<file path="src/rtl/usr_pkg.sv">
package usr_pkg;

  typedef enum logic [1:0] {
    MODE_HOLD = 2'b00,
    MODE_SHUP = 2'b01,
    MODE_SHDN = 2'b10,
    MODE_LOAD = 2'b11
  } modeT;

  // one-hot operation strobes plus the port drive flag
  typedef struct packed {
    logic clr;
    logic shUp;
    logic shDn;
    logic ld;
    logic drive;
  } strobeT;

endpackage

</file>
<file path="src/rtl/usr_ctrl.sv">
module usr_ctrl
  import usr_pkg::*;
(
  input  logic       clk,
  input  logic       rstSyncN,
  input  logic [1:0] modeSel,
  input  logic       oeAN,
  input  logic       oeBN,
  output strobeT     strb
);

  modeT modeCur;

  always_comb begin
    modeCur    = modeT'(modeSel);
    strb       = '0;
    if (!rstSyncN) begin
      strb.clr = 1'b1;
    end else begin
      unique case (modeCur)
        MODE_SHUP: strb.shUp = 1'b1;
        MODE_SHDN: strb.shDn = 1'b1;
        MODE_LOAD: strb.ld   = 1'b1;
        default:   ;
      endcase
    end
    strb.drive = !oeAN && !oeBN && (modeCur != MODE_LOAD);
  end

  // at most one register operation per edge
  one_op_chk: assert property (@(posedge clk)
    $onehot0({strb.clr, strb.shUp, strb.shDn, strb.ld}));


  load_no_drive_chk: assert property (@(posedge clk) disable iff (!rstSyncN)
    strb.ld |-> !strb.drive);


  drive_gate_chk: assert property (@(posedge clk) disable iff (!rstSyncN)
    strb.drive |-> (!oeAN && !oeBN));

endmodule

</file>
<file path="src/rtl/usr_datapath.sv">
module usr_datapath
  import usr_pkg::*;
#(
  parameter int WIDTH = 8
) (
  input  logic             clk,
  input  strobeT           strb,
  input  logic             serInLow,
  input  logic             serInHigh,
  input  logic [WIDTH-1:0] parIn,
  output logic [WIDTH-1:0] dataQ
);

  localparam int TOP = WIDTH - 1;

  logic [WIDTH-1:0] nextQ;

  for (genvar i = 0; i < WIDTH; i++) begin : g_bit
    logic fromBelow;
    logic fromAbove;
    if (i == 0) begin : g_lo
      assign fromBelow = serInLow;
    end else begin : g_lo
      assign fromBelow = dataQ[i-1];
    end
    if (i == TOP) begin : g_hi
      assign fromAbove = serInHigh;
    end else begin : g_hi
      assign fromAbove = dataQ[i+1];
    end
    always_comb begin
      if (strb.clr)       nextQ[i] = 1'b0;
      else if (strb.ld)   nextQ[i] = parIn[i];
      else if (strb.shUp) nextQ[i] = fromBelow;
      else if (strb.shDn) nextQ[i] = fromAbove;
      else                nextQ[i] = dataQ[i];
    end
  end

  always_ff @(posedge clk) begin
    dataQ <= nextQ;
  end


  clr_zero_chk: assert property (@(posedge clk)
    strb.clr |=> (dataQ == '0));


  hold_stable_chk: assert property (@(posedge clk) disable iff (strb.clr)
    !(strb.shUp || strb.shDn || strb.ld) |=> $stable(dataQ));


  shift_up_chk: assert property (@(posedge clk) disable iff (strb.clr)
    strb.shUp |=> (dataQ == {$past(dataQ[TOP-1:0]), $past(serInLow)}));


  shift_dn_chk: assert property (@(posedge clk) disable iff (strb.clr)
    strb.shDn |=> (dataQ == {$past(serInHigh), $past(dataQ[TOP:1])}));


  load_chk: assert property (@(posedge clk) disable iff (strb.clr)
    strb.ld |=> (dataQ == $past(parIn)));

endmodule

</file>
<file path="src/rtl/uni_shift_reg.sv">
module uni_shift_reg
  import usr_pkg::*;
#(
  parameter int WIDTH = 8
) (
  input  logic             clk,
  input  logic             rstSyncN,
  input  logic [1:0]       modeSel,
  input  logic             oeAN,
  input  logic             oeBN,
  input  logic             serInLow,
  input  logic             serInHigh,
  input  logic [WIDTH-1:0] ioIn,
  output logic [WIDTH-1:0] ioOut,
  output logic             ioOe,
  output logic             serOutLow,
  output logic             serOutHigh
);

  strobeT           strb;
  logic [WIDTH-1:0] regQ;

  usr_ctrl u_ctrl (
    .clk      (clk),
    .rstSyncN (rstSyncN),
    .modeSel  (modeSel),
    .oeAN     (oeAN),
    .oeBN     (oeBN),
    .strb     (strb)
  );

  usr_datapath #(.WIDTH(WIDTH)) u_dp (
    .clk       (clk),
    .strb      (strb),
    .serInLow  (serInLow),
    .serInHigh (serInHigh),
    .parIn     (ioIn),
    .dataQ     (regQ)
  );

  assign ioOut      = regQ;
  assign ioOe       = strb.drive;
  assign serOutLow  = regQ[0];
  assign serOutHigh = regQ[WIDTH-1];

  // port-level view of the clear
  port_clear_chk: assert property (@(posedge clk)
    !rstSyncN |=> (ioOut == '0));

  // loads go ahead with the port disabled
  load_while_off_chk: assert property (@(posedge clk) disable iff (!rstSyncN)
    (modeSel == 2'b11 && (oeAN || oeBN)) |=> (ioOut == $past(ioIn)));

endmodule

</file>
<file path="config.mk">
export PLATFORM = sky130hd
export DESIGN_NAME = uni_shift_reg
export DESIGN_NICKNAME = d
export VERILOG_FILES = /design/src/rtl/usr_pkg.sv /design/src/rtl/usr_ctrl.sv /design/src/rtl/usr_datapath.sv /design/src/rtl/uni_shift_reg.sv
export SDC_FILE = /design/constraint.sdc
export NUM_CORES = 1
export LEC_CHECK = 0
export BUFFER_PORTS_ARGS = -buffer_cell sky130_fd_sc_hd__buf_2
export CORE_AREA = 2 2 39 41
export CTS_CLUSTER_DIAMETER = 80
export DETAILED_ROUTE_END_ITERATION = 6
export DIE_AREA = 0 0 41 43
export GPL_TIMING_DRIVEN = 0
export PLACE_DENSITY = 0.64
export RECOVER_POWER = 50
export SLEW_MARGIN = 15
export SYNTH_ARGS = -nofsm -noshare
export SYNTH_HDL_FRONTEND = slang
export SYNTH_SLANG_ARGS = --single-unit
</file>
<file path="constraint.sdc">
create_clock -name clk -period 0.9 [get_ports clk]
set_clock_uncertainty 0.2 [all_clocks]
set_input_delay 0.135 -clock clk [delete_from_list [all_inputs] [get_ports clk]]
set_output_delay 0.135 -clock clk [all_outputs]
set_load 0.1 [all_outputs]
</file>
==> run summary <==
The flow ran to the end, but the final reports show violations. The checks that failed: hold timing, setup timing. The worst reg2reg path startpoint was u_dp.dataQ[0]. After clock tree synthesis, the clock-pin slew on the worst setup and hold paths is 0.05 ns. The largest total area in the synthesized netlist belongs to dfxtp_1. Relative to the synthesized area, the layout overhead comes to 115%.

Final core utilization: 67.9%. The main combinational cell family by area after synthesis is multiplexers. For the distinct cell type count after synthesis, the log shows 10.

The largest single stage delay on the critical path is 0.38 ns. Summing the areas of all xor and xnor instances in the mapped netlist gives 0% of the synthesized area. Summed over all layers, the routed wires come to 1130 µm. A synthesized cell averages 10.9 µm². Number of sinks driven by the clock tree: 8. The tools report the post-detailed-route DRC marker count as 0.

The internal power of the cells totals 0.772 mW. Dividing the final minimum period by the clock period gives 135%. Leading cell type in the layout, fill and taps excluded: mux2i_1.

TritonCTS built the clock tree. In this run the worst path has a maximum fanout of 3. The analysis attributes to net switching a power of 0.454 mW.

The clock passes through at most 2 buffers. For the cell area after placement, the log shows 659 µm². Of the total synthesized cell area, the portion taken by AND, OR, NAND and NOR gates is 2.29%. The tools report the antenna violation net count after detailed routing as 0.

Summed over all cells, the static leakage comes to 0.423 nW. In this run, the number of DRC markers left after iteration 0 of detailed routing was 2. The root buffer cell chosen for the clock tree is clkbuf_4. Core outline area: 1380 µm². The start point of the worst hold path is ioIn[7]. Path category of the worst min-delay check: primary input to flop. The slew at the pin closest to its max-slew limit was 0.361 ns. Entering global routing, the biggest net connects 10 pins. The tools report the critical register-to-register path endpoint as u_dp.dataQ[0].

Sequential cells account for 32.4% of the total power. Setup repair after global routing could not meet its margin everywhere. The path with the worst hold slack has its endpoint at u_dp.dataQ[7]. The library cell contributing the largest single delay on the critical path is dfxtp_4. In the layout the commonest cells are mux2i_1, buf_12, buf_2, buf_6. The power density relative to cell area is 1310 nW/µm², and the clock insertion delay at the later pin of the skew report is 0.24 ns.

The number of cells on the worst reg-to-reg path is 3. The worst setup path is captured at an output pin. The number of H-tree levels is 1, and the HPWL after detailed placement is 714 µm. The final number of max-transition violations came out at 0.

Headroom to the max-slew limit: 75.9%. The site row count was 14. The register containing the most flip-flops in the final layout is u_dp.dataQ. The synthesized area was 438 µm². The run gives -0.316 ns as the post-layout worst setup margin. Of the post-synthesis cell area, the part taken by muxes is 36.6%. The ratio of cells with drive above 1 in the final layout works out to 66.2%. Counting the fill cells in the layout gives 109. Measured along the y axis, the die boundary spans 43 µm. For the number of diodes added for antenna fixing, the log shows 0.

After the last flow step, the layout net total stands at 95. The proportion of netlist area held by the largest area contributor was 36.6%; the effective utilization at floorplan was 31.6%. Total power for the finished layout comes to 1.23 mW.

For the via count of the first global-routing pass, the log shows 496. For the number of buffers created by CTS, the log shows 3. The boundary pin count is 27. Detailed routing inserted a total of 443 vias. Global routing finished with a remaining overflow of 0. The detailed-router iteration count before antenna repair was 2. The first global-routing pass estimated 2050 µm of wire. The total routing usage reported by global routing came out at 17.0%.

The largest registers in the layout are u_dp.dataQ x8. For the worst setup path, the data required time is 0.56 ns. Together, buffers and inverters on the worst path number 2. The clock network burns 21.8% of the power. The fraction of the mapped netlist area in compound gates was 13.1%.

Input and output buffers added on the ports amount to 25. The number of endpoints with negative hold slack in the final report was 7; the max capacitance violation total was 0. Net switching is 37.0% of the power.

The setup violation total in the final timing report came out at 19. The worst setup path is launched from a flop. The tools report the cell area after layout as 940 µm². The smallest hold slack was -0.0321 ns; the post-synthesis adder-cell area fraction was 0%.

The die covers 1760 µm². At the end of routability-driven placement, the weighted congestion stood at 0.675. After detailed routing, the average wire length per cell comes to 12.2 µm. For the data arrival time of the worst path, the log shows 0.88 ns.

After synthesis, flip-flops and latches occupy 36.6% of the total area. The worst path needs 1.22 ns of the cycle, external delays included. In the synthesized netlist, the number of instances is 40. The highest ir drop seen on vdd was 854 µV.

The detailed-route vias per instance works out to 4.76. In this run the horizontal extent of the chip is 41 µm. The synthesized design contains 8 register bits. The register with the most flip-flops in the layout has 8 of them.

Yosys attributes the largest share of cell area to dfxtp_1, mux2i_1, o22ai_1, buf_12, buf_4. Counting stages on the worst path, the most repeated cell is buf_12. The kind of cell with the highest combined delay along the critical path is flip-flops. The number of cells traversed by the worst hold path is 3. Static timing analysis puts the maximum clock frequency at 822 MHz.

The worst setup timing slack at the placement stage was -0.471 ns; the total of warnings raised by yosys was 0. The tools report the worst setup slack for register-to-register paths as -0.12 ns. The initial antenna violation count came out at 0.

Walking the worst path, the cells encountered are buf_12, buf_12. The tools report the combinational share of power as 45.9%. The net count of the mapped netlist was 56. The setup path with the least slack is of type flop to output pin.
how the worst max path moves through the flow:
stage	startpoint	endpoint	slack (ns)	depth (start not counted)
2_1_floorplan	modeSel[1]	ioOe	-0.71	3
3_3_place_gp	modeSel[1]	ioOe	-0.46	4
3_5_place_dp	modeSel[1]	ioOe	-0.47	4
4_1_cts	u_dp.dataQ[0]	ioOut[0]	-0.32	2
5_1_grt	u_dp.dataQ[0]	ioOut[0]	-0.34	2
6_report	u_dp.dataQ[7]	ioOut[7]	-0.32	2
Yosys cell counts (all sizes together):
| master | instances |
|---|---|
| mux2i | 16 |
| dfxtp | 8 |
| nand2b | 1 |
| a211oi | 1 |
| o22ai | 8 |
| buf | 5 |
| nand2 | 1 |
kinds of logic (layout without fill, tap and decap cells):
kind of cell,Yosys count,in the layout
simple gates,2,2
buf+inv,5,42
flops,8,8
compound gates,9,9
mux,16,16
layout make-up:
type	count	area [µm²]	area share, %
Timing Repair Buffer	35	399	42.5
Multi-Input combinational cell	27	244	26.0
Sequential cell	8	190	20.2
Buffer	4	63.8	6.79
Clock buffer	3	22.5	2.40
Tap cell	16	20.0	2.13
stage by stage:
step,TNS [ns],cells
after floorplan,-2.33,40
after global placement,-4.48,81
after detailed placement,-4.57,81
after CTS,-3.62,94
after global routing,-4.10,93
final,-3.39,93
tightest hold or removal path, cell delays in order:
cell and delay (ns):
buf_2 0.07, mux2i_1 0.06, o22ai_1 0.09
routing by layer:
layer	share of wire, %	vias to the layer above	GRT usage (%)
met1	37	204	22.7
met3	7.2	0	4.19
met4	0	0	6.00
li1	-	225	-
met2	56	14	25.6
met5	0	-	0
power groups by stage:
stage / clock (mW) / combinational, mW / sequential (mW)
3_5_place_dp: 0 / 0.417 / 0.398
3_3_place_gp: 0 / 0.416 / 0.398
5_1_grt: 0.297 / 0.590 / 0.400
4_1_cts: 0.273 / 0.557 / 0.395
6_report: 0.267 / 0.563 / 0.397
2_1_floorplan: 0 / 0.189 / 0.550
what timing repair did:
item | 4_1_cts | 5_1_grt
endpoints found under the setup margin | 14 | 19
gates cloned | 0 | 0
setup buffers | 10 | 0
gates resized for setup | 46 | 9
pin swaps | 6 | 1
endpoints found under the hold margin | 7 | 4
No activity file was read; power rests on OpenSTA's default activity.
